File: src/rtl/dpe_pkg.sv
`timescale 1ns/1ps
package dpe_pkg;

   typedef enum logic [2:0] {
      ST_IDLE  = 3'd0,
      ST_LOAD  = 3'd1,
      ST_SUM1  = 3'd2,
      ST_SUM2  = 3'd3,
      ST_PROD2 = 3'd4,
      ST_FIN   = 3'd5
   } step_e;

   localparam int N_STEPS  = 6;
   localparam int N_REGS   = 4;
   localparam int SEL_W    = 2;
   localparam int TBL_SIZE = 1 << $bits(step_e);

   // register indices (0..3 stand for the four working registers)
   localparam int RI_CD  = 0;   // c, later c+d
   localparam int RI_AB  = 1;   // a+b, later g
   localparam int RI_OPA = 2;   // a, later d
   localparam int RI_OPB = 3;   // b, then e, then f

   // selector codes
   localparam logic [SEL_W-1:0] SEL_IN0 = 2'd0;
   localparam logic [SEL_W-1:0] SEL_IN1 = 2'd1;
   localparam logic [SEL_W-1:0] SEL_IN2 = 2'd2;

   typedef struct packed {
      logic                             wait_go;
      logic [N_REGS-1:0]                ld;
      logic [N_REGS-1:0][SEL_W-1:0]     sel;
      logic                             add_pick;
      logic                             mul_pick;
      logic                             fin;
      step_e                            nxt;
   } ctl_t;

   function automatic ctl_t ctl_of(step_e s);
      ctl_t w;
      w = '0;
      case (s)
         ST_IDLE: begin
            w.wait_go = 1'b1;
            w.nxt     = ST_LOAD;
         end
         ST_LOAD: begin
            w.ld[RI_OPA]  = 1'b1; w.sel[RI_OPA] = SEL_IN0;   // a
            w.ld[RI_OPB]  = 1'b1; w.sel[RI_OPB] = SEL_IN0;   // b
            w.nxt         = ST_SUM1;
         end
         ST_SUM1: begin
            w.add_pick    = 1'b0;                            // a + b
            w.ld[RI_AB]   = 1'b1; w.sel[RI_AB]  = SEL_IN0;   // sum
            w.ld[RI_CD]   = 1'b1; w.sel[RI_CD]  = SEL_IN0;   // c
            w.ld[RI_OPA]  = 1'b1; w.sel[RI_OPA] = SEL_IN1;   // d
            w.ld[RI_OPB]  = 1'b1; w.sel[RI_OPB] = SEL_IN1;   // e
            w.nxt         = ST_SUM2;
         end
         ST_SUM2: begin
            w.add_pick    = 1'b1;                            // c + d
            w.ld[RI_CD]   = 1'b1; w.sel[RI_CD]  = SEL_IN1;   // sum
            w.mul_pick    = 1'b0;                            // (a+b) * e
            w.ld[RI_OPB]  = 1'b1; w.sel[RI_OPB] = SEL_IN2;   // product
            w.nxt         = ST_PROD2;
         end
         ST_PROD2: begin
            w.mul_pick    = 1'b1;                            // (a+b) * (c+d)
            w.ld[RI_AB]   = 1'b1; w.sel[RI_AB]  = SEL_IN1;   // product
            w.nxt         = ST_FIN;
         end
         ST_FIN: begin
            w.fin         = 1'b1;
            w.nxt         = ST_IDLE;
         end
         default: w.nxt   = ST_IDLE;
      endcase
      return w;
   endfunction

endpackage

File: src/rtl/dpe_ctrl.sv
`timescale 1ns/1ps
module dpe_ctrl
   import dpe_pkg::*;
#(
   parameter bit ROM_CTRL = 1'b1
) (
   input  logic                          clk,
   input  logic                          rst_n,
   input  logic                          start,
   output logic [N_REGS-1:0]             ld,
   output logic [N_REGS-1:0][SEL_W-1:0]  sel,
   output logic                          add_pick,
   output logic                          mul_pick,
   output logic                          fin
);

   step_e state_q, state_d;
   ctl_t  word;

   if (N_STEPS > TBL_SIZE) begin : g_bad_tbl
      $error("dpe_ctrl: step table too small for the step count");
   end

   if (ROM_CTRL) begin : g_rom
      ctl_t tbl [TBL_SIZE];
      always_comb begin
         for (int i = 0; i < TBL_SIZE; i++) begin
            tbl[i] = ctl_of(step_e'(i));
         end
      end
      assign word = tbl[state_q];
   end else begin : g_decode
      assign word = ctl_of(state_q);
   end

   always_comb begin
      if (word.wait_go) state_d = start ? word.nxt : ST_IDLE;
      else              state_d = word.nxt;
   end

   always_ff @(posedge clk or negedge rst_n) begin
      if (!rst_n) state_q <= ST_IDLE;
      else        state_q <= state_d;
   end

   assign ld       = word.ld;
   assign sel      = word.sel;
   assign add_pick = word.add_pick;
   assign mul_pick = word.mul_pick;
   assign fin      = word.fin;

   // no start keeps the engine idle
   a_r1_idle_hold: assert property (@(posedge clk) disable iff (!rst_n)
      (state_q == ST_IDLE && !start) |=> (state_q == ST_IDLE));

   // the first load step is entered only from idle
   a_r5_no_restart: assert property (@(posedge clk) disable iff (!rst_n)
      (state_q != ST_IDLE) |=> (state_q != ST_LOAD));

   // finish flag lasts one cycle
   a_r4_done_pulse: assert property (@(posedge clk) disable iff (!rst_n)
      fin |=> !fin);

endmodule

File: src/rtl/dpe_regs.sv
`timescale 1ns/1ps
module dpe_regs
   import dpe_pkg::*;
#(
   parameter int W = 8
) (
   input  logic                          clk,
   input  logic                          rst_n,
   input  logic [N_REGS-1:0]             ld,
   input  logic [N_REGS-1:0][SEL_W-1:0]  sel,
   input  logic [W-1:0]                  op_a,
   input  logic [W-1:0]                  op_b,
   input  logic [W-1:0]                  op_c,
   input  logic [W-1:0]                  op_d,
   input  logic [W-1:0]                  op_e,
   input  logic [W-1:0]                  sum,
   input  logic [W-1:0]                  prod,
   output logic [W-1:0]                  q [N_REGS]
);

   localparam int N_CAND = 1 << SEL_W;

   logic [N_REGS-1:0][N_CAND-1:0][W-1:0] cand;

   always_comb begin
      cand = '0;
      cand[RI_CD][0]  = op_c;
      cand[RI_CD][1]  = sum;
      cand[RI_AB][0]  = sum;
      cand[RI_AB][1]  = prod;
      cand[RI_OPA][0] = op_a;
      cand[RI_OPA][1] = op_d;
      cand[RI_OPB][0] = op_b;
      cand[RI_OPB][1] = op_e;
      cand[RI_OPB][2] = prod;
   end

   for (genvar gi = 0; gi < N_REGS; gi++) begin : g_reg
      always_ff @(posedge clk or negedge rst_n) begin
         if (!rst_n)      q[gi] <= '0;
         else if (ld[gi]) q[gi] <= cand[gi][sel[gi]];
      end
      if (gi != RI_OPB) begin : g_two_way
         // two-way selectors never see the third code
         a_r3_sel_range: assert property (@(posedge clk) disable iff (!rst_n)
            ld[gi] |-> (sel[gi] < 2'd2));
      end
   end

   // the stored a+b is the one reused by the second product
   a_r3_sum_reused: assert property (@(posedge clk) disable iff (!rst_n)
      (ld[RI_AB] && sel[RI_AB] == 2'd1) |->
         (!$past(ld[RI_AB]) && $past(ld[RI_AB] && sel[RI_AB] == 2'd0, 2)));

endmodule

File: src/rtl/dpe_units.sv
`timescale 1ns/1ps
module dpe_units
   import dpe_pkg::*;
#(
   parameter int W = 8
) (
   input  logic [W-1:0] r [N_REGS],
   input  logic         add_pick,
   input  logic         mul_pick,
   output logic [W-1:0] sum,
   output logic [W-1:0] prod
);

   logic [W-1:0] add_x, add_y, mul_x, mul_y;

   assign add_x = add_pick ? r[RI_CD] : r[RI_OPB];
   assign add_y = r[RI_OPA];
   assign mul_x = r[RI_AB];
   assign mul_y = mul_pick ? r[RI_CD] : r[RI_OPB];

   assign sum  = add_x + add_y;
   assign prod = mul_x * mul_y;

endmodule

File: src/rtl/dual_product_engine.sv
`timescale 1ns/1ps
module dual_product_engine
   import dpe_pkg::*;
#(
   parameter int W        = 8,
   parameter bit ROM_CTRL = 1'b1
) (
   input  logic         clk,
   input  logic         rst_n,
   input  logic         start,
   input  logic [W-1:0] op_a,
   input  logic [W-1:0] op_b,
   input  logic [W-1:0] op_c,
   input  logic [W-1:0] op_d,
   input  logic [W-1:0] op_e,
   output logic         done,
   output logic [W-1:0] f_out,
   output logic [W-1:0] g_out
);

   if (W < 2) begin : g_bad_w
      $error("dual_product_engine: W must be at least 2");
   end

   logic [N_REGS-1:0]            ld;
   logic [N_REGS-1:0][SEL_W-1:0] sel;
   logic                         add_pick, mul_pick;
   logic [W-1:0]                 sum, prod;
   logic [W-1:0]                 rq [N_REGS];

   dpe_ctrl #(.ROM_CTRL(ROM_CTRL)) u_ctrl (
      .clk(clk), .rst_n(rst_n), .start(start),
      .ld(ld), .sel(sel), .add_pick(add_pick), .mul_pick(mul_pick),
      .fin(done)
   );

   dpe_regs #(.W(W)) u_regs (
      .clk(clk), .rst_n(rst_n), .ld(ld), .sel(sel),
      .op_a(op_a), .op_b(op_b), .op_c(op_c), .op_d(op_d), .op_e(op_e),
      .sum(sum), .prod(prod), .q(rq)
   );

   dpe_units #(.W(W)) u_units (
      .r(rq), .add_pick(add_pick), .mul_pick(mul_pick),
      .sum(sum), .prod(prod)
   );

   assign f_out = rq[RI_OPB];
   assign g_out = rq[RI_AB];

   // f is settled one step before done and does not move in the done cycle
   a_r6_f_stable: assert property (@(posedge clk) disable iff (!rst_n)
      done |-> $stable(f_out));

endmodule

File: config.mk
export PLATFORM = sky130hd
export DESIGN_NAME = dual_product_engine
export DESIGN_NICKNAME = d
export VERILOG_FILES = /design/src/rtl/dpe_pkg.sv /design/src/rtl/dpe_ctrl.sv /design/src/rtl/dpe_regs.sv /design/src/rtl/dpe_units.sv /design/src/rtl/dual_product_engine.sv
export SDC_FILE = /design/constraint.sdc
export NUM_CORES = 1
export LEC_CHECK = 0
export BUFFER_PORTS_ARGS = -buffer_cell sky130_fd_sc_hd__buf_4
export CAP_MARGIN = 20
export CORE_ASPECT_RATIO = 0.9
export CORE_MARGIN = 4
export CORE_UTILIZATION = 35
export DETAILED_ROUTE_END_ITERATION = 6
export GPL_ROUTABILITY_DRIVEN = 0
export GPL_TIMING_DRIVEN = 0
export PLACE_DENSITY = 0.67
export SLEW_MARGIN = 25
export SYNTH_ARGS = -nofsm -noshare
export SYNTH_HDL_FRONTEND = slang
export SYNTH_SLANG_ARGS = --single-unit
File: constraint.sdc
create_clock -name clk -period 4.83 [get_ports clk]
set_input_delay 0.966 -clock clk [delete_from_list [all_inputs] [get_ports clk]]
set_output_delay 0.966 -clock clk [all_outputs]
set_load 0.005 [all_outputs]
==> metrics, run 1 <==
CTS buffer count=5; aggregate routed wire length=8.29 mm; die extent in x=110 um; ys async rst share=1.00; share of post-route cells with drive strength above 1=0.297; Ports=60; origin of the critical flop-to-flop path=u_ctrl.state_q[1]$_DFF_PN0_; Post-Synthesis Cells=357; die area=11,000 um^2; Yosys reg bits=35; initial core utilization=0.360; placed cells=538; Die H=100 um; CTS tree=done; count leader, synth=nand2_1; Yosys warnings=0; Setup crit start kind=flop; largest area contributor in the netlist=dfrtp_1; worst-case hold path end point=u_regs.q[10]$_DFFE_PN0P_; top_reg_cell synth=dfrtp_1; most common library cells after synthesis=nand2_1 (45), dfrtp_1 (35), inv_1 (31), ha_1 (28), mux2i_1 (25); Yosys cell types=39; met1 WL=3.66 mm; initial antenna violation count=0; Critical Path RT=4990 ps; # rows=33; finished layout cell area=4110 um^2; Worst-path clk slew=70 ps; worst stage delay on the critical path=470 ps; root buf cell=clkbuf_8; Tmin final=4610 ps; Final Setup Violations=0; cell area after synthesis=3290 um^2; grt ovf=0; Top delay family on crit path=adder cells; HP Class=flop to flop; routed vias/inst=4.87; routed wl met2=4.07 mm; Final period util=0.955; r2r endpoint=u_regs.q[7]$_DFFE_PN0P_; TritonRoute pass-1 iters=4; routed length on met3=376 um; max_cap viols=0; Area contributors post-synth=dfrtp_1 (27%), ha_1 (11%), fa_1 (7.9%); hold depth=2; Total GRT Usage=0.162; CTS max path bufs=2; final hold violation count=0; Worst-Margin Slew=666 ps; Yosys top cell area share=0.266; Top Layer Used=met4; reg-to-reg slack, setup=220 ps; number of nets with antenna violations after routing=0; # clock sinks=35; min-delay src=u_regs.q[10]$_DFFE_PN0P_; Post-Syn Nets=441; r2r worst-path depth=19; Hold Slack=489 ps; CP cell instances=inv_2 > ha_4 > and2_4 > buf_12 > mux2_4 > and2_1 > ha_2 > fa_1 > ha_1 > inv_1 > fa_2 > fa_2 > nand2b_1 > a21oi_2 > xor2_1 > xnor3_1 > xnor3_1 > a31oi_1 > a21oi_1; Std-Cell Core Area=9130 um^2; Post-synth EDFFs=0; vias in the first global route=2,871; Worst path slowest cell=fa_1; critical path fanouts, max=10; status=finished, final reports clean; normalized max-slew margin=0.556; largest net degree at the start of global routing=36; critical path class=flop to flop; Final Max Tran Viols=0; Worst EP arrival=4770 ps; # diodes=0; mean routed wirelength per cell=15.0 um; hpwl dp=6.53 mm; Iter 0 DRT Violations=193; fin util=0.450; Avg Cell Area, Syn=9.21 um^2; synthesis-to-layout area growth=25.0%; Final #Nets=514; crit path capture type=flop; global-route wire length before repair=14.0 mm; DR vias=2,694; sequential fraction of the synthesis area=0.266; # H-tree levels=2; post-route non-filler standard cell count=553; fmax=217 MHz; worst skew pair latency=290 ps; fill cell count=909; placed cell areas=3890 um^2; Worst Path Buf+Inv=3; residual DRC count=0; Clock Skews=8.76 ps; input/output buffers=59
==> stage by stage <==
stage	setup WS [ps]	setup TNS [ps]
after floorplan	63.6	0
after global placement	-237	-347
after detailed placement	-306	-477
after CTS	2.06	0
after global routing	-2.52	-2.52
final	217	0
==> per-layer routing <==
metal,vias to the layer above,GRT usage
met2,70,0.269
met4,0,0.0379
met1,1277,0.221
li1,1327,-
met5,-,0
met3,20,0.0289
==> registers in the layout, indices dropped and copies added, names as in the netlist <==
register and cells:
u_ctrl.state_q 3, u_regs.q 32
==> area by class of cell <==
cell class              instances  area, um^2  area share
plain buffers                  30         206      0.0502
clock buffers                   7        76.3      0.0186
clock inverters                 1        5.00     0.00122
inverters                      31         116      0.0283
multi-input cells             261        2180       0.531
flip-flops and latches         35         876       0.213
well taps                     122         153      0.0371
repair buffers                 66         495       0.121
==> worst reg2reg max path, cell delays in order, from the launching register on <==
cell and delay, ps:
dfrtp_1 400, inv_2 90, ha_4 140, and2_4 160, buf_12 130, mux2_4 340, and2_1 180, ha_2 190
fa_1 470, ha_1 300, inv_1 80, fa_2 470, fa_2 360, nand2b_1 170, a21oi_2 170, xor2_1 170
xnor3_1 230, xnor3_1 210, a31oi_1 140, a21oi_1 80
==> layout by cell type (no fill, tap or decap), types with 2 or more instances in the layout <==
cell type and n:
nand2b_1 6, xnor3_1 4, nor2_1 18, o21bai_1 2, clkbuf_1 8, xnor2_1 12
clkbuf_8 5, inv_2 4, nand2_2 4, nor2b_1 18, mux2_4 3, mux2_2 10
buf_1 2, mux2i_1 24, dfrtp_1 35, nand3_1 3, o21a_1 6, buf_4 84
a21oi_1 16, or3_1 2, o221ai_1 6, a31oi_1 5, fa_1 10, ha_1 24
o21ai_0 16, fa_2 3, inv_1 27, and3_1 2, a21o_1 3, xor2_1 3
ha_4 3, and2_1 4, nand2_1 42
==> how the worst max path moves through the flow <==
stage	from	end	slack, ps	cells after the start
6_report	u_ctrl.state_q[1]$_DFF_PN0_	u_regs.q[7]$_DFFE_PN0P_	220	19
3_5_place_dp	u_ctrl.state_q[1]$_DFF_PN0_	u_regs.q[7]$_DFFE_PN0P_	-310	19
4_1_cts	u_ctrl.state_q[1]$_DFF_PN0_	u_regs.q[7]$_DFFE_PN0P_	2	21
2_1_floorplan	u_ctrl.state_q[0]$_DFF_PN0_	u_regs.q[7]$_DFFE_PN0P_	60	19
5_1_grt	u_ctrl.state_q[1]$_DFF_PN0_	u_regs.q[7]$_DFFE_PN0P_	-3	21
3_3_place_gp	u_ctrl.state_q[0]$_DFF_PN0_	u_regs.q[7]$_DFFE_PN0P_	-240	19
==> logic make-up (layout without fill, tap and decap cells) <==
logic type / Yosys count / after routing / synth area share
compound gates: 59 / 59 / 0.114
simple gates: 104 / 104 / 0.150
xor+xnor: 19 / 19 / 0.0674
flops: 35 / 35 / 0.266
mux: 38 / 38 / 0.122
fa+ha+maj: 41 / 41 / 0.186
buf+inv: 61 / 135 / 0.0955
==> what timing repair did <==
item	CTS	global route
gates resized for setup	9	13
pin swaps	6	9
hold buffers	0	0
buffers inserted	4	3
setup endpoints to repair	2	2
Power of run 1 is left out: the tool's default activity adds up to more than one toggle a clock period on the data nets, which glitch-free logic cannot reach.
==> inputs of run 2 (changes only) <==
CORE_MARGIN = 2   (was 4)
==> run 2 against run 1 <==
  * Global-route usage up 0.79 points
  * Clock-buffer cell count is 1 lower
  * Routed wire length increased by 2.2%
  * Sequential cell count is the same
  * Setup slack got worse by 36 ps
  * Critical path depth up 2
  * Via count increased by 2.0%
  * Non-clock buffer count up 5
  * Utilization increased by 1.1 points
  * Sequential share of layout area shrank 0.50 points
  * First-iteration DRC count fell by 57%
  * Fmax down 0.78%
  * Critical endpoint unchanged
==> metrics, run 2 (same netlist as run 1, synthesis figures left out) <==
Final period util=0.963 (+0.00747); CTS tree=done; vias in the first global route=2,776 (-3.3%); synthesis-to-layout area growth=28.0%; worst skew pair latency=300 ps (about the same); CTS max path bufs=2 (unchanged); initial core utilization=0.360 (unchanged); aggregate routed wire length=8.47 mm (+2.2%); min-delay src=u_regs.q[12]$_DFFE_PN0P_; die area=10,200 um^2 (-7.5%); Worst Setup SP=u_ctrl.state_q[1]$_DFF_PN0_; leading cell type in the layout, fill and taps excluded=buf_4; # clock sinks=35 (unchanged); Final Setup Violations=0 (unchanged); Iter 0 DRT Violations=83 (-57%); RSZ-0062 raised after global routing=true; reg-to-reg slack, setup=180 ps (-40 ps); critical path endpoint=u_regs.q[7]$_DFFE_PN0P_; status=finished, final reports clean; Final Max Tran Viols=0 (unchanged); number of nets with antenna violations after routing=0 (unchanged); die extent in x=106 um (-3.6%); HP Class=flop to flop; Final #Nets=519 (+0.97%); input/output buffers=59 (unchanged); global-route wire length before repair=13.4 mm (-4.4%); # H-tree levels=2 (unchanged); Setup crit start kind=flop; grt ovf=0 (unchanged); Worst EP arrival=4820 ps (+50 ps); hpwl dp=6.53 mm (about the same); fmax=215 MHz (-0.78%); Worst-path clk slew=80 ps (about the same); fill cell count=906 (-0.33%); Die H=96.0 um (-4.0%); CTS buffer count=5 (unchanged); origin of the critical flop-to-flop path=u_ctrl.state_q[1]$_DFF_PN0_; crit path capture type=flop; critical path fanouts, max=5 (-5); DR vias=2,749 (+2.0%); share of post-route cells with drive strength above 1=0.310 (+0.0126); residual DRC count=0 (unchanged); Total GRT Usage=0.170 (+0.00786); final hold violation count=0 (unchanged); routed vias/inst=4.93 (+1.1%); Clock Skews=7.72 ps (-1.03 ps); commonest non-fill, non-tap cells in the layout=buf_4 (88), nand2_1 (43), dfrtp_1 (35), inv_1 (27); root buf cell=clkbuf_8; max reg flops=32 (unchanged); setup TNS=0 ps (unchanged); r2r worst-path depth=21 (+2); initial antenna violation count=0 (unchanged); Ports=60 (unchanged); TritonRoute pass-1 iters=4 (unchanged); normalized max-slew margin=0.518 (-0.0385); largest net degree at the start of global routing=36 (unchanged); # diodes=0 (unchanged); r2r endpoint=u_regs.q[7]$_DFFE_PN0P_; # rows=33 (unchanged); critical path class=flop to flop; mean routed wirelength per cell=15.2 um (+1.3%); Top reg by flops=u_regs.q; Critical Path RT=5000 ps (about the same); biggest regs=u_regs.q x32, u_ctrl.state_q x3; max_cap viols=0 (unchanged); Worst-Margin Slew=723 ps (+57.7 ps); Std-Cell Core Area=9130 um^2 (unchanged); Tmin final=4650 ps (+36.1 ps)
==> run 2: critical path, stage by stage (launching register included) <==
cell     delay [ps]
dfrtp_1         380
inv_2            60
ha_4            160
and2_4          170
buf_12          140
mux2_4          230
nand2_2          70
fa_2            400
fa_1            490
inv_1            50
fa_1            470
inv_1            50
fa_1            500
inv_2            50
ha_4            270
nor2_2           40
a21oi_2         120
xor2_1          160
xnor3_1         230
xnor3_1         200
a31oi_1         170
a21oi_1          80
==> run 2: worst min-delay path by stage <==
stage                     slack, ps  cells after the start                  endpoint
final                           490                      2  u_regs.q[12]$_DFFE_PN0P_
after CTS                       500                      2  u_regs.q[12]$_DFFE_PN0P_
after floorplan                 460                      2  u_regs.q[10]$_DFFE_PN0P_
after global routing            550                      2  u_regs.q[14]$_DFFE_PN0P_
after global placement          470                      2  u_regs.q[24]$_DFFE_PN0P_
after detailed placement        480                      2  u_regs.q[12]$_DFFE_PN0P_
==> run 2: timing repair <==
| item | CTS | global route |
|---|---|---|
| pin swaps | 6 | 8 |
| gates cloned | 0 | 1 |
| setup endpoints to repair | 2 | 2 |
| resized for setup | 9 | 12 |
| setup buffers | 3 | 8 |
| hold buffers | 0 | 0 |
==> run 2: area by class of cell <==
class                      count  area, um^2  area share
buffer                        30         206      0.0490
clock buffer                   6        82.6      0.0196
clock inverter                 2        35.0     0.00832
inverter                      31         116      0.0276
multi-input combinational    261        2190       0.520
sequential                    35         876       0.208
tap                          122         153      0.0363
timing repair buffer          71         551       0.131
==> run 2: stage by stage <==
step                instances  area, um^2  worst slack, ps  hold slack [ps]  utilization
finish                    558        4210              180              495        0.461
global route              558        4210            -74.7              547        0.461
CTS                       549        4060             16.9              502        0.445
detailed placement        538        3890             -313              482        0.426
global placement          538        3890             -249              474        0.426
floorplan                 357        3290             63.6              456            -
==> run 2: layer usage <==
metal / share of wire / track usage
met5: 0 / 0
met3: 0.042 / 0.0217
met2: 0.50 / 0.301
met1: 0.44 / 0.217
met4: 0.017 / 0.0548
Power of run 2 is left out for the same reason.
==> inputs of run 3 (changes only) <==
MAX_ROUTING_LAYER = met4   (was default)
==> run 3 against run 2 <==
  * Utilization is the same
  * Die area is the same
  * Cell area is the same
  * Fmax is essentially flat
  * Critical path type unchanged
  * Largest cell class unchanged
==> metrics, run 3 (same netlist as run 1, synthesis figures left out) <==
CTS buffer count=5 (unchanged); leading cell type in the layout, fill and taps excluded=buf_4; Final Setup Violations=0 (unchanged); initial antenna violation count=0 (unchanged); Worst-Margin Slew=719 ps (-4.00 ps); share of post-route cells with drive strength above 1=0.310 (unchanged); Critical Path RT=5000 ps (about the same); CTS tree=done; Iter 0 DRT Violations=96 (+16%); hold-fix buffers at CTS=0 (unchanged); die extent in x=106 um (unchanged); HP Class=flop to flop; residual DRC count=0 (unchanged); Ports=60 (unchanged); hpwl dp=6.53 mm (unchanged); Final Max Tran Viols=0 (unchanged); root buf cell=clkbuf_8; fmax=215 MHz (about the same); max_cap viols=0 (unchanged); max reg flops=32 (unchanged); routed vias/inst=4.94 (+0.18%); commonest non-fill, non-tap cells in the layout=buf_4 (88), nand2_1 (43), dfrtp_1 (35), inv_1 (27); mean routed wirelength per cell=15.2 um (+0.13%); biggest regs=u_regs.q x32, u_ctrl.state_q x3; synthesis-to-layout area growth=28.0% (unchanged); CTS max path bufs=2 (unchanged); Final period util=0.962 (about the same); Worst EP arrival=4820 ps (about the same); register area=876 um^2 (unchanged); fill cell count=906 (unchanged); Tmin final=4650 ps (-4.07 ps); Final #Nets=519 (unchanged); RSZ-0062 raised after global routing=true; finished layout cell area=4210 um^2 (unchanged); placed cell areas=3890 um^2 (unchanged); Setup crit start kind=flop; final hold violation count=0 (unchanged); vias in the first global route=2,776 (unchanged); normalized max-slew margin=0.520 (+0.00266); critical path class=flop to flop; Hold Slack=495 ps (-0.0330 ps); aggregate routed wire length=8.48 mm (+0.13%); global-route wire length before repair=13.4 mm (unchanged); Clock Skews=8.29 ps (+0.570 ps); # clock sinks=35 (unchanged); largest net degree at the start of global routing=36 (unchanged); worst skew pair latency=300 ps (about the same); Total GRT Usage=0.175 (+0.00502); die area=10,200 um^2 (unchanged); # rows=33 (unchanged); Worst-path clk slew=80 ps (about the same); number of nets with antenna violations after routing=0 (unchanged); status=finished, final reports clean; grt ovf=0 (unchanged); Top reg by flops=u_regs.q; # H-tree levels=2 (unchanged); DR vias=2,754 (+0.18%); initial core utilization=0.360 (unchanged); # diodes=0 (unchanged); multi-input logic area=2190 um^2 (unchanged); TritonRoute pass-1 iters=4 (unchanged); crit path capture type=flop; Die H=96.0 um (unchanged); critical path fanouts, max=5 (unchanged); Std-Cell Core Area=9130 um^2 (unchanged); input/output buffers=59 (unchanged)
[run 3: cell counts in the layout (fill, tap and decap cells not counted)]
No cell type changed its count.
[run 3: routing by layer]
layer,routed length (um),global-route usage,up-vias
met5,0,-,-
met4,138,0.0482,0
met3,320,0.0237,10
met2,4220,0.303,66
met1,3800,0.217,1347
li1,-,-,1331
[run 3: final timing paths]
kind                                             start                        to  slack [ps]  depth (start not counted)
min                           u_regs.q[12]$_DFFE_PN0P_  u_regs.q[12]$_DFFE_PN0P_         490                          2
min reg2reg                   u_regs.q[12]$_DFFE_PN0P_  u_regs.q[12]$_DFFE_PN0P_         490                          2
max reg2reg                u_ctrl.state_q[1]$_DFF_PN0_   u_regs.q[7]$_DFFE_PN0P_         180                         21
min in group asynchronous                        rst_n   u_regs.q[1]$_DFFE_PN0P_         610                          1
max                        u_ctrl.state_q[1]$_DFF_PN0_   u_regs.q[7]$_DFFE_PN0P_         180                         21
max in group asynchronous                        rst_n  u_regs.q[27]$_DFFE_PN0P_        3890                          1
[run 3: what timing repair did]
action,4_1_cts,5_1_grt
setup buffers,3,8
pin swaps,6,8
cloned,0,1
gates resized for setup,9,12
setup endpoints to repair,2,2
[run 3: metrics by stage]
| stage | std cells | setup slack (ps) | setup TNS, ps | util |
|---|---|---|---|---|
| final | 558 | 184 | 0 | 0.461 |
| after global routing | 558 | -73.1 | -73.1 | 0.461 |
| after CTS | 549 | 16.9 | 0 | 0.445 |
| after detailed placement | 538 | -313 | -517 | 0.426 |
| after global placement | 538 | -249 | -367 | 0.426 |
| after floorplan | 357 | 63.6 | 0 | - |
[run 3: worst max-delay path: stages (launching register included)]
cell and delay, ps:
dfrtp_1 380, inv_2 60, ha_4 160, and2_4 170, buf_12 140, mux2_4 240
nand2_2 70, fa_2 400, fa_1 490, inv_1 50, fa_1 470, inv_1 50
fa_1 500, inv_2 50, ha_4 270, nor2_2 40, a21oi_2 120, xor2_1 170
xnor3_1 230, xnor3_1 210, a31oi_1 170, a21oi_1 80
[run 3: cell type report]
cell class / count / area share
multi-input combinational: 261 / 0.520
sequential: 35 / 0.208
timing repair buffer: 71 / 0.131
buffer: 30 / 0.0490
tap: 122 / 0.0363
inverter: 31 / 0.0276
clock buffer: 6 / 0.0196
clock inverter: 2 / 0.00832
Power of run 3 is left out for the same reason.
